File: config.mk
export PLATFORM = sky130hd
export DESIGN_NAME = gpt_channel
export DESIGN_NICKNAME = d
export VERILOG_FILES = /design/src/rtl/gpt_pkg.sv /design/src/rtl/gpt_prescale.sv /design/src/rtl/gpt_counter.sv /design/src/rtl/gpt_wave.sv /design/src/rtl/gpt_channel.sv
export SDC_FILE = /design/constraint.sdc
export NUM_CORES = 1
export LEC_CHECK = 0
export ABC_AREA = 0
export ABC_CLOCK_PERIOD_IN_PS = 9100
export CAP_MARGIN = 30
export CORE_MARGIN = 5
export CORE_UTILIZATION = 36
export CTS_CLUSTER_DIAMETER = 120
export DETAILED_ROUTE_END_ITERATION = 8
export GPL_ROUTABILITY_DRIVEN = 0
export PLACE_DENSITY_LB_ADDON = 0.25
export SYNTH_ARGS = -nofsm -noshare
export SYNTH_HDL_FRONTEND = slang
export SYNTH_HIERARCHICAL = 1
export SYNTH_SLANG_ARGS = --single-unit
File: constraint.sdc
create_clock -name clk_i -period 9.1 [get_ports clk_i]
set_input_delay 0.91 -clock clk_i [delete_from_list [all_inputs] [get_ports clk_i]]
set_output_delay 0.91 -clock clk_i [all_outputs]
set_load 0.02 [all_outputs]
File: src/rtl/gpt_pkg.sv
package gpt_pkg;
  typedef enum logic [2:0] {
    MODE_TIMER = 3'd0,
    MODE_PWM   = 3'd1,
    MODE_WDOG  = 3'd2,
    MODE_PDM   = 3'd3,
    MODE_BLINK = 3'd4
  } gpt_mode_e;

  localparam int B_CLKSEL = 4;
  localparam int B_MODE   = 5;
  localparam int B_IEN0   = 8;
  localparam int B_IEN1   = 9;
  localparam int B_RSTEN  = 10;
  localparam int B_RUN    = 11;
  localparam int B_LOCK   = 15;

  localparam int A_SETUP  = 0;
  localparam int A_CSET   = 1;
  localparam int A_CTOP   = 2;
  localparam int A_STAT   = 3;
  localparam int A_COUNT  = 4;
endpackage

File: src/rtl/gpt_prescale.sv
module gpt_prescale #(
  parameter int EXP_W = 4
) (
  input  logic             clk_i,
  input  logic             rst_ni,
  input  logic             tick_i,
  input  logic             clr_i,
  input  logic [EXP_W-1:0] exp_i,
  output logic             div_o
);
  localparam int PRE_W = (1 << EXP_W) - 1;

  logic [PRE_W-1:0] pre_q, mask;

  always_comb mask = (PRE_W'(1) << exp_i) - PRE_W'(1);
  assign div_o = tick_i && ((pre_q & mask) == mask);

  always_ff @(posedge clk_i or negedge rst_ni) begin
    if (!rst_ni)     pre_q <= '0;
    else if (clr_i)  pre_q <= '0;
    else if (tick_i) pre_q <= pre_q + PRE_W'(1);
  end

  p_div_needs_tick_r2: assert property (@(posedge clk_i) disable iff (!rst_ni)
    div_o |-> tick_i);
  p_pre_hold_r2: assert property (@(posedge clk_i) disable iff (!rst_ni)
    (!tick_i && !clr_i) |=> $stable(pre_q));
endmodule

File: src/rtl/gpt_counter.sv
module gpt_counter #(
  parameter int CNT_W = 16
) (
  input  logic             clk_i,
  input  logic             rst_ni,
  input  logic             tick_i,
  input  logic             clr_i,
  input  logic [CNT_W-1:0] set_i,
  input  logic [CNT_W-1:0] top_i,
  output logic [CNT_W-1:0] cnt_o,
  output logic             ev_set_o,
  output logic             ev_top_o
);
  logic [CNT_W-1:0] cnt_q;

  assign cnt_o    = cnt_q;
  assign ev_set_o = tick_i && (cnt_q == set_i);
  assign ev_top_o = tick_i && (cnt_q == top_i);

  always_ff @(posedge clk_i or negedge rst_ni) begin
    if (!rst_ni)     cnt_q <= '0;
    else if (clr_i)  cnt_q <= '0;
    else if (tick_i) cnt_q <= ev_top_o ? '0 : cnt_q + CNT_W'(1);
  end

  p_wrap_r3: assert property (@(posedge clk_i) disable iff (!rst_ni)
    (tick_i && cnt_q == top_i) |=> cnt_q == '0);
  p_hold_r3: assert property (@(posedge clk_i) disable iff (!rst_ni)
    (!tick_i && !clr_i) |=> $stable(cnt_q));
endmodule

File: src/rtl/gpt_wave.sv
module gpt_wave
  import gpt_pkg::*;
#(
  parameter int CNT_W = 16
) (
  input  logic             clk_i,
  input  logic             rst_ni,
  input  gpt_mode_e        mode_i,
  input  logic             clr_i,
  input  logic             tick_i,
  input  logic             ev_set_i,
  input  logic             ev_top_i,
  input  logic [CNT_W-1:0] step_i,
  output logic             wave_o
);
  logic [CNT_W-1:0] acc_q;
  logic [CNT_W:0]   acc_sum;
  logic             wave_q;

  assign acc_sum = {1'b0, acc_q} + {1'b0, step_i};
  assign wave_o  = wave_q;

  always_ff @(posedge clk_i or negedge rst_ni) begin
    if (!rst_ni) begin
      acc_q  <= '0;
      wave_q <= 1'b0;
    end else if (clr_i) begin
      acc_q  <= '0;
      wave_q <= 1'b0;
    end else begin
      unique case (mode_i)
        MODE_PWM: begin
          if (ev_top_i)      wave_q <= 1'b0;  // clear beats set
          else if (ev_set_i) wave_q <= 1'b1;
        end
        MODE_PDM: begin
          if (tick_i) begin
            acc_q  <= acc_sum[CNT_W-1:0];
            wave_q <= acc_sum[CNT_W];
          end
        end
        MODE_BLINK: if (ev_top_i) wave_q <= ~wave_q;
        default: wave_q <= 1'b0;
      endcase
    end
  end

  p_clear_wins_r5: assert property (@(posedge clk_i) disable iff (!rst_ni)
    (mode_i == MODE_PWM && ev_top_i) |=> !wave_o);
  p_blink_toggle_r7: assert property (@(posedge clk_i) disable iff (!rst_ni)
    (mode_i == MODE_BLINK && ev_top_i && !clr_i) |=> wave_o != $past(wave_o));
endmodule

File: src/rtl/gpt_channel.sv
module gpt_channel
  import gpt_pkg::*;
#(
  parameter int CNT_W     = 16,
  parameter int EXP_W     = 4,
  parameter int ADDR_W    = 3,
  parameter int CHAN_IDX  = 0,
  parameter int RST_CHANS = 6
) (
  input  logic              clk_i,
  input  logic              rst_ni,
  input  logic              slow_tick_i,
  input  logic              fast_tick_i,
  input  logic              reg_we_i,
  input  logic [ADDR_W-1:0] reg_addr_i,
  input  logic [CNT_W-1:0]  reg_wdata_i,
  output logic [CNT_W-1:0]  reg_rdata_o,
  output logic              wave_o,
  output logic              irq_o,
  output logic              rst_req_o
);
  localparam bit RST_OK = (CHAN_IDX < RST_CHANS);

  logic [CNT_W-1:0] setup_q, cset_q, ctop_q, cnt;
  logic [1:0]       flag_q, flag_clr;
  logic             wr_setup, wr_cset, wr_ctop, wr_stat, wr_cnt;
  logic             run, sel_tick, adv, ev_set, ev_top, gen_wave;
  gpt_mode_e        mode;

  assign wr_setup = reg_we_i && reg_addr_i == ADDR_W'(A_SETUP) && !setup_q[B_LOCK];
  assign wr_cset  = reg_we_i && reg_addr_i == ADDR_W'(A_CSET);
  assign wr_ctop  = reg_we_i && reg_addr_i == ADDR_W'(A_CTOP);
  assign wr_stat  = reg_we_i && reg_addr_i == ADDR_W'(A_STAT);
  assign wr_cnt   = reg_we_i && reg_addr_i == ADDR_W'(A_COUNT);
  assign flag_clr = wr_stat ? reg_wdata_i[1:0] : 2'b00;

  assign mode     = gpt_mode_e'(setup_q[B_MODE +: 3]);
  assign run      = setup_q[B_RUN];
  assign sel_tick = run && (setup_q[B_CLKSEL] ? fast_tick_i : slow_tick_i);

  always_ff @(posedge clk_i or negedge rst_ni) begin
    if (!rst_ni) begin
      setup_q <= '0;
      cset_q  <= '0;
      ctop_q  <= '0;
      flag_q  <= '0;
    end else begin
      if (wr_setup) setup_q <= reg_wdata_i;
      if (wr_cset)  cset_q  <= reg_wdata_i;
      if (wr_ctop)  ctop_q  <= reg_wdata_i;
      flag_q <= (flag_q & ~flag_clr) | {ev_top, ev_set};  // set wins
    end
  end

  gpt_prescale #(.EXP_W(EXP_W)) u_pre (
    .clk_i (clk_i), .rst_ni(rst_ni), .tick_i(sel_tick), .clr_i(wr_cnt),
    .exp_i (setup_q[EXP_W-1:0]), .div_o(adv)
  );

  gpt_counter #(.CNT_W(CNT_W)) u_cnt (
    .clk_i   (clk_i), .rst_ni(rst_ni), .tick_i(adv), .clr_i(wr_cnt),
    .set_i   (cset_q), .top_i(ctop_q), .cnt_o(cnt),
    .ev_set_o(ev_set), .ev_top_o(ev_top)
  );

  gpt_wave #(.CNT_W(CNT_W)) u_wave (
    .clk_i   (clk_i), .rst_ni(rst_ni), .mode_i(mode), .clr_i(wr_cnt),
    .tick_i  (adv), .ev_set_i(ev_set), .ev_top_i(ev_top),
    .step_i  (cset_q), .wave_o(gen_wave)
  );

  assign wave_o = (mode == MODE_WDOG) ? flag_q[1] : gen_wave;
  assign irq_o  = (flag_q[0] & setup_q[B_IEN0]) | (flag_q[1] & setup_q[B_IEN1]);

  generate
    if (RST_OK) begin : g_rst
      assign rst_req_o = (mode == MODE_WDOG) && flag_q[1] && setup_q[B_RSTEN];
    end else begin : g_no_rst
      assign rst_req_o = 1'b0;
    end
  endgenerate

  always_comb begin
    unique case (int'(reg_addr_i))
      A_SETUP: reg_rdata_o = setup_q;
      A_CSET:  reg_rdata_o = cset_q;
      A_CTOP:  reg_rdata_o = ctop_q;
      A_STAT:  reg_rdata_o = CNT_W'(flag_q);
      A_COUNT: reg_rdata_o = cnt;
      default: reg_rdata_o = '0;
    endcase
  end

  p_lock_r10: assert property (@(posedge clk_i) disable iff (!rst_ni)
    (setup_q[B_LOCK] && reg_we_i && reg_addr_i == ADDR_W'(A_SETUP)) |=> $stable(setup_q));
  p_flag0_sticky_r9: assert property (@(posedge clk_i) disable iff (!rst_ni)
    (flag_q[0] && !(wr_stat && reg_wdata_i[0])) |=> flag_q[0]);
  p_flag1_sticky_r9: assert property (@(posedge clk_i) disable iff (!rst_ni)
    (flag_q[1] && !(wr_stat && reg_wdata_i[1])) |=> flag_q[1]);
  p_rst_follows_flag_r8: assert property (@(posedge clk_i) disable iff (!rst_ni)
    rst_req_o |-> (wave_o && setup_q[B_RSTEN]));
endmodule

# [Word level (Yosys, flattened, before mapping)]
# Index checks and enable logic that the tools add are counted.
[totals] register_bits=98 out_inout_bits=19
[op_classes] addsub=4 eq_ne=14 shifts=1 n_mux=18 n_bitwise=8 n_reduce_logical=19
[ops] op="16-bit 2-to-1 mux" n=6
[ops] op="16-bit case mux with 5 select lines" n=1
[ops] op="16-bit equality test" n=2
[ops] op="15-bit 2-to-1 mux" n=2
[ops] op="16-bit by 16-bit adder with 17-bit output" n=1
[ops] op="16-bit by 1-bit adder with 16-bit output (second input constant)" n=1
[ops] op="15-bit by 1-bit adder with 15-bit output (second input constant)" n=1
[ops] op="15-bit AND" n=1
[ops] op="15-bit equality test" n=1
[ops] op="1-bit by 4-bit << shifter with 15-bit output (first input constant)" n=1
[ops] op="15-bit by 2-bit subtractor with 15-bit output (second input constant)" n=1
[ops] op="3-bit by 2-bit equality test with 1-bit output (second input constant)" n=4
[ops] op="1-bit logical AND" n=12
[ops] op="1-bit 2-to-1 mux" n=7
[ops] op="3-bit by 1-bit equality test with 1-bit output (second input constant)" n=2
[ops] op="3-bit equality test (second input constant)" n=2
[ops] op="3-bit != test (second input constant)" n=2
[ops] op="2-bit nonzero test" n=3
[ops] op="4-bit != test (second input constant)" n=1
[ops] op="3-bit logical NOT" n=1
[ops] op="1-bit case mux with 3 select lines" n=1
[ops] op="3-bit AND reduction" n=1
[ops] op="1-bit AND" n=2
[ops] op="2-bit AND" n=1
[ops] op="7 further kinds" n=7

# [Logic depth before layout (Yosys ltp)]
# Gate-level depths: netlist of run 1.
[depth] depth_word=10 ltp_mapped=17

# [Cells and area by module]
# The synthesis of run 1 kept the hierarchy.
[by_module_without_submodules] module="gpt_channel" instances=1 cells_per_inst=189 area_each_um2=2566.2
[by_module_without_submodules] module="gpt_wave" instances=1 cells_per_inst=180 area_each_um2=1526.5
[by_module_without_submodules] module="gpt_counter" instances=1 cells_per_inst=143 area_each_um2=1285.0
[by_module_without_submodules] module="gpt_prescale" instances=1 cells_per_inst=118 area_each_um2=1019.7

# [Least setup slack after synthesis of run 1]
# No wires, ideal clock.
[synth_timing] path_type="input to register" startpoint="in fast_tick_i" endpoint="reg u_wave.wave_q, in the netlist u_wave/wave_o" setup_ps=133 arrival_ps=3630 required_time_ps=8967 setup_slack_ps=5337 path_stages=15 n_path_buf=2 cell_sequence="mux2i_1 > nor2b_1 > buf_2 > o21ai_0 > or4_4 > a2111oi_2 > and4_1 > clkbuf_1 > nand2_1 > nor2_1 > a21oi_1 > a22oi_1 > nor2_1 > a311oi_1 > nor4_1"
[synth_between] elab_chain_len=7 elab_cells_between_ends=12
[synth_lines] element="start: declaration" line="gpt_channel.sv:13" text="input logic fast_tick_i,"
[synth_lines] element="1-bit 2-to-1 mux *" line="gpt_channel.sv:39" text="assign sel_tick = run && (setup_q[B_CLKSEL] ? fast_tick_i : slow_tick_i);"
[synth_lines] element="1-bit logical AND *" line="gpt_channel.sv:39"
[synth_lines] element="via sel_tick" line="gpt_channel.sv:27" text="logic run, sel_tick, adv, ev_set, ev_top, gen_wave;"
[synth_lines] element="1-bit logical AND *" line="gpt_prescale.sv:16" text="assign div_o = tick_i && ((pre_q & mask) == mask);"
[synth_lines] element="via adv" line="gpt_channel.sv:27"
[synth_lines] element="1-bit logical AND *" line="gpt_counter.sv:18" text="assign ev_top_o = tick_i && (cnt_q == top_i);"
[synth_lines] element="via ev_top" line="gpt_channel.sv:27"
[synth_lines] element="1-bit 2-to-1 mux" line="gpt_wave.sv:33" text="if (ev_top_i) wave_q <= 1'b0;"
[synth_lines] element="1-bit case mux with 3 select lines" line="gpt_wave.sv:31" text="unique case (mode_i)"
[synth_lines] element="1-bit 2-to-1 mux" line="gpt_wave.sv:27" text="end else if (clr_i) begin"
[synth_lines] element="end signal: assignment" line="gpt_wave.sv:39" text="wave_q <= acc_sum[CNT_W];"
[synth_lines] element="end signal: assignment" line="gpt_wave.sv:42" text="MODE_BLINK: if (ev_top_i) wave_q <= ~wave_q;"
[synth_lines] element="end: declaration" line="gpt_wave.sv:18" text="logic wave_q;"
# The timed path passes the listed nets; every way through them passes the cells marked *.
# A chain may end at the register's enable or synchronous reset.

# [Worst setup path in the final report of run 1]
# Ends and elaborated chain as after synthesis.

==> results of run 1 <==
per-layer routing:
metal / track usage [%] / part of all wire [%] / up-vias
li1: - / - / 2341
met1: 24.1 / 47 / 2483
met2: 25.8 / 45 / 152
met3: 3.09 / 6.5 / 19
met4: 5.25 / 1.6 / 0
met5: 0 / 0 / -
power groups by stage:
stage / sequential [mW] / clock [mW] / combinational (mW)
global placement: 0.625 / 0 / 0.344
CTS: 0.619 / 0.414 / 0.354
global route: 0.631 / 0.432 / 0.388
floorplan: 0.566 / 0 / 0.291
detailed placement: 0.627 / 0 / 0.352
finish: 0.619 / 0.403 / 0.355
worst max-delay path, cell delays in order:
cell and delay (ps):
clkdlybuf4s50_1 450, mux2i_1 70, nor2b_1 400, o21ai_0 180
or4_4 570, a2111oi_2 310, and4_1 610, nand2_1 290
nor2_1 310, a21oi_1 110, a22oi_1 150, nor2_1 70
a311oi_1 270, nor4_1 90
per-stage QoR:
step	util (%)	setup WS (ps)	total power, mW
finish	41.6	4510	1.38
global route	41.6	4230	1.45
CTS	41.5	4580	1.39
detailed placement	39.7	4220	0.979
global placement	39.4	4390	0.969
floorplan	-	5340	0.857
registers in the layout, summed over array words and instances (netlist names):
signal	count
cset_q	16
ctop_q	16
flag_q	2
setup_q	16
u_cnt/cnt_o	16
u_pre/pre_q	15
u_wave/acc_q	16
u_wave/wave_o	1
worst paths after layout:
kind	endpoint	start	cells after the start
max	u_wave/wave_o	fast_tick_i	14
min	ctop_q[8]	rst_ni	1
max reg2reg	u_wave/wave_o	setup_q[3]	14
min reg2reg	setup_q[15]	setup_q[15]	1
max in group asynchronous	u_wave/acc_q[13]	rst_ni	3
min in group clk_i	setup_q[15]	setup_q[15]	1
synthesized netlist by cell type, drive strengths merged (2+ instances only):
| library cell | count | area [sq um] |
|---|---|---|
| nor4 | 9 | 75.1 |
| buf | 32 | 265 |
| and4bb | 2 | 25.0 |
| o31ai | 2 | 15.0 |
| or3 | 4 | 30.0 |
| nand2 | 36 | 135 |
| o21bai | 3 | 33.8 |
| o31a | 2 | 18.8 |
| nand4 | 13 | 87.6 |
| a222oi | 13 | 130 |
| nor3 | 14 | 70.1 |
| xor2 | 46 | 403 |
| nor2b | 9 | 56.3 |
| a31oi | 2 | 12.5 |
| nand3 | 29 | 145 |
| a211oi | 4 | 30.0 |
| xnor2 | 20 | 175 |
| inv | 17 | 63.8 |
| o21ai | 40 | 200 |
| ha | 19 | 238 |
| a21o | 4 | 30.0 |
| dfrtp | 98 | 2450 |
| o211ai | 3 | 22.5 |
| a21oi | 27 | 165 |
| nor3b | 4 | 30.0 |
| o22ai | 4 | 25.0 |
| o21a | 3 | 23.8 |
| a41o | 2 | 21.3 |
| a22oi | 4 | 30.0 |
| o2111ai | 3 | 32.5 |
| nor2 | 53 | 209 |
| mux2 | 51 | 687 |
| nor4b | 2 | 17.5 |
| nand2b | 4 | 25.0 |
| mux2i | 2 | 20.0 |
| and3 | 8 | 50.1 |
| clkbuf | 9 | 35.0 |
| nand3b | 7 | 52.6 |
| and4 | 4 | 35.0 |
| o311ai | 3 | 33.8 |
cell type report:
type	instances	share of cell area, %
Sequential cell	98	34.0
Inverter	17	0.883
Timing Repair Buffer	51	7.38
Clock buffer	9	3.12
Tap cell	225	3.90
Clock inverter	7	1.20
Multi-Input combinational cell	474	49.6
cells by family after synthesis:
logic type                 synth area share (%)
xor gates and xnor gates                   9.04
muxes                                      11.1
AOI/OAI and AO/OA                          14.2
DFF                                        38.3
and+or+nand+nor                            17.6
adders and majority gates                  4.03
buffers and inverters                      5.69
==> flow_summary.json, run 1 <==
{
  "vdd_drop_max_mv": 0.107,
  "p_int_uw": 908,
  "setup_violations": 0,
  "timing.final.crit_share_pct": 50.4,
  "final_cell_mix": "98 x dfrtp_1, 49 x nor2_1, 46 x xor2_1",
  "path_max_fanout": 14,
  "timing.hold.ws_ps": 466,
  "setup.worst_path.start_class": "input pin",
  "ys_seq_elements": 98,
  "cts_hold_buf": 0,
  "drv_cap": 0,
  "drive_gt1_share_pct": 12.7,
  "fin_cells": 881,
  "n_antenna_cell": 0,
  "grt_pass1_wl_mm": 27.0,
  "start_util_pct": 36.9,
  "via_count": 4995,
  "relSlewSlack_pct": 55.0,
  "switching_share_pct": 34.0,
  "grt_max_degree": 71,
  "nets": 695,
  "fin_skew_ps": 9.70,
  "synth_edf_count": 0,
  "grt_antenna_before_repair": 0,
  "path_clk_slew_ps": 80,
  "status": "finished, final reports clean",
  "wl_mm": 17.0,
  "finalHoldViolations": 0,
  "setup.worst_path.class": "input pin to flip-flop",
  "cp.required_ps": 9320,
  "core_area_sq_um": 17400,
  "dp_cells": 864,
  "num_io_pins": 43,
  "pwr-share-seq_pct": 45.0,
  "ff_latch_area_sq_um": 2450,
  "regToRegSetupSlack_ps": 4770,
  "layout_commonest_cell": "dfrtp_1",
  "power_frac_comb_pct": 25.8,
  "die_area_sq_um": 20500,
  "power_density_nw_per_um2": 191,
  "seq_area_frac_synth_pct": 38.3,
  "synth_fp_nets": 674,
  "clkSinkCount": 98,
  "num_rows": 48,
  "slew_violations": 0,
  "ys_warn_count": 6,
  "dp_hpwl_mm": 12.2,
  "tritoncts": "yes",
  "design_area_sq_um": 7220,
  "synth_ff_type": "dfrtp_1",
  "io_buffers": 42,
  "cts_buffers": 9,
  "drc": 0,
  "synth_area_per_cell_sq_um": 10.2,
  "fill_cells": 1645,
  "min_period_ps": 4590,
  "fmax_ghz": 0.218,
  "cts.htree.levels": 3,
  "setup_tns_ps": 0,
  "avgViaCountPerCell": 5.67,
  "multi_input_area_sq_um": 3580,
  "cts_resized": 0,
  "cts-root-buf": "clkbuf_16",
  "cts_max_path_buffers": 2,
  "placed_cell_area_sq_um": 6880,
  "syn_area_sq_um": 6400,
  "grt_overflow": 0,
  "die_x_um": 143,
  "drtAntennaViolNets": 0,
  "worst_setup_path_end_kind": "flip-flop",
  "die_y_um": 143,
  "drt_first_pass_iters": 6,
  "wl_per_cell_um": 19.2,
  "syn-instance-count": 630,
  "clock_latency_ps": 360,
  "worstMarginPinSlew_ps": 675,
  "p_sw_uw": 468,
  "first_iter_violations": 474,
  "rsz0062_at_grt": "no",
  "gr-usage-all-layers_pct": 16.8,
  "postCtsSetupBuffers": 0,
  "clockPowerShare_pct": 29.3,
  "synth_cell_types": 77,
  "hold_path.class": "input pin to asynchronous set/reset pin",
  "ys_async_sr_fraction_pct": 100,
  "cp_data_arrival_time_ps": 4810,
  "grt_pass1_vias": 4809,
  "power.leakage_nw": 3.07,
  "syn_to_final_growth_pct": 12.9
}
No activity file was read; power rests on OpenSTA's default activity.
==> run 2, diff against run 1 <==
ABC_CLOCK_PERIOD_IN_PS = 4500   (was 9100)
clock period = 4.5 ns   (was 9.1 ns; I/O delays follow)
==> flow_summary.json, run 2 (same netlist as run 1, synthesis figures left out) <==
{
  "relSlewSlack_pct": 46.5,
  "die_y_um": 143,
  "die_x_um": 143,
  "drive_gt1_share_pct": 12.9,
  "slowest_delay_ps": 510,
  "num_rows": 48,
  "drv_cap": 0,
  "path_cells": "nor3_1, nand2b_1, ha_1, and3b_1, or4_4, a2111oi_2, and4_1, buf_4, nand2_1, nor2_1, inv_1, a22oi_1, nor2_1, a311oi_1, nor4_1",
  "syn_to_final_growth_pct": 12.4,
  "status": "finished, final reports clean",
  "drc": 0,
  "io_buffers": 42,
  "worst_setup_path_end_kind": "flip-flop",
  "path_clk_slew_ps": 70,
  "vdd_drop_max_mv": 0.188,
  "timing.hold.ws_ps": 165,
  "clock_latency_ps": 350,
  "wl_per_cell_um": 19.3,
  "num_io_pins": 43,
  "slew_violations": 0,
  "cts_resized": 0,
  "layout_commonest_cell": "dfrtp_1",
  "ff_latch_area_sq_um": 2450,
  "tritoncts": "yes",
  "wl_mm": 17.1,
  "setup.worst_path.start_class": "flip-flop",
  "hold_path.class": "input pin to asynchronous set/reset pin",
  "cts.htree.levels": 3,
  "cts_hold_buf": 0,
  "multi_input_area_sq_um": 3580,
  "clkSinkCount": 98,
  "setup_violations": 0,
  "die_area_sq_um": 20500,
  "grt_max_degree": 60,
  "grt_overflow": 0,
  "via_count": 4950,
  "drt_first_pass_iters": 6,
  "cts_buffers": 9,
  "finalHoldViolations": 0,
  "min_period_ps": 3950,
  "worstMarginPinSlew_ps": 802,
  "timing.final.crit_share_pct": 87.8,
  "avgViaCountPerCell": 5.61,
  "design_area_sq_um": 7190,
  "critical-path-top-delay-family": "simple AND/OR/NAND/NOR gates",
  "cp.required_ps": 4710,
  "fin_skew_ps": 7.82,
  "cts_max_path_buffers": 2,
  "fmax_ghz": 0.253,
  "slowest_stage": "dfrtp_1",
  "nets": 698,
  "grt_antenna_before_repair": 0,
  "drtAntennaViolNets": 0,
  "setup.worst_path.class": "flip-flop to flip-flop",
  "path_max_fanout": 14,
  "postCtsSetupBuffers": 0,
  "power.leakage_nw": 3.06,
  "grt_pass1_wl_mm": 27.6,
  "power_density_nw_per_um2": 377,
  "cpMostUsedCell": "nor2_1",
  "final_cell_mix": "98 x dfrtp_1, 49 x nor2_1, 46 x xor2_1",
  "fill_cells": 1666,
  "dp_hpwl_mm": 12.5,
  "first_iter_violations": 417,
  "gr-usage-all-layers_pct": 17.1,
  "core_area_sq_um": 17400,
  "worst-path-buf-inv": 2,
  "finalPower_mw": 2.71,
  "rsz0062_at_grt": "no",
  "cts-root-buf": "clkbuf_16",
  "setup_tns_ps": 0,
  "grt_pass1_vias": 4938,
  "placed_cell_area_sq_um": 6910,
  "cp_data_arrival_time_ps": 4160,
  "start_util_pct": 36.9,
  "n_antenna_cell": 0
}
-- run 2: power by group --
part | total (mW) | switching [mW] | internal (mW)
logic | 0.727 | 0.348 | 0.379
registers | 1.24 | 0.228 | 1.02
clock network | 0.738 | 0.336 | 0.402
total | 2.71 | 0.911 | 1.80
-- run 2: routing by layer --
| layer | part of all wire (%) | global-route usage (%) |
|---|---|---|
| met3 | 5.3 | 2.93 |
| met2 | 47 | 27.7 |
| met1 | 46 | 23.8 |
| met4 | 1.5 | 4.66 |
| met5 | 0 | 0 |
-- run 2: cell type report --
class                   count  share of cell area, %
flip-flops and latches     98                   34.1
multi-input cells         474                   49.8
well taps                 225                   3.91
repair buffers             54                   7.44
inverters                  17                  0.887
clock inverters             4                  0.365
clock buffers              11                   3.51
-- run 2: stage by stage --
stage | utilization, % | setup slack [ps] | std cells
2_1_floorplan | - | 798 | 630
3_3_place_gp | 39.6 | 683 | 866
3_5_place_dp | 39.8 | 598 | 868
4_1_cts | 41.4 | 561 | 883
5_1_grt | 41.4 | 250 | 883
6_report | 41.4 | 550 | 883
-- run 2: worst paths after layout --
check | startpoint | end | slack [ps] | cells past startpoint
max | setup_q[3] | u_wave/wave_o | 550 | 15
min | rst_ni | setup_q[8] | 170 | 1
max reg2reg | setup_q[3] | u_wave/wave_o | 550 | 15
min reg2reg | u_wave/acc_q[13] | u_wave/acc_q[13] | 500 | 2
max in group asynchronous | rst_ni | u_cnt/cnt_o[8] | 3270 | 2
min in group clk_i | u_wave/acc_q[13] | u_wave/acc_q[13] | 500 | 2
-- run 2: worst register-to-register path: cells and delay by family, from the launching register on --
family | cells | cell delay (ps)
DFF | 1 | 510
AOI/OAI and AO/OA | 3 | 710
buffers and inverters | 2 | 280
and+or+nand+nor | 9 | 2000
adders and majority gates | 1 | 310
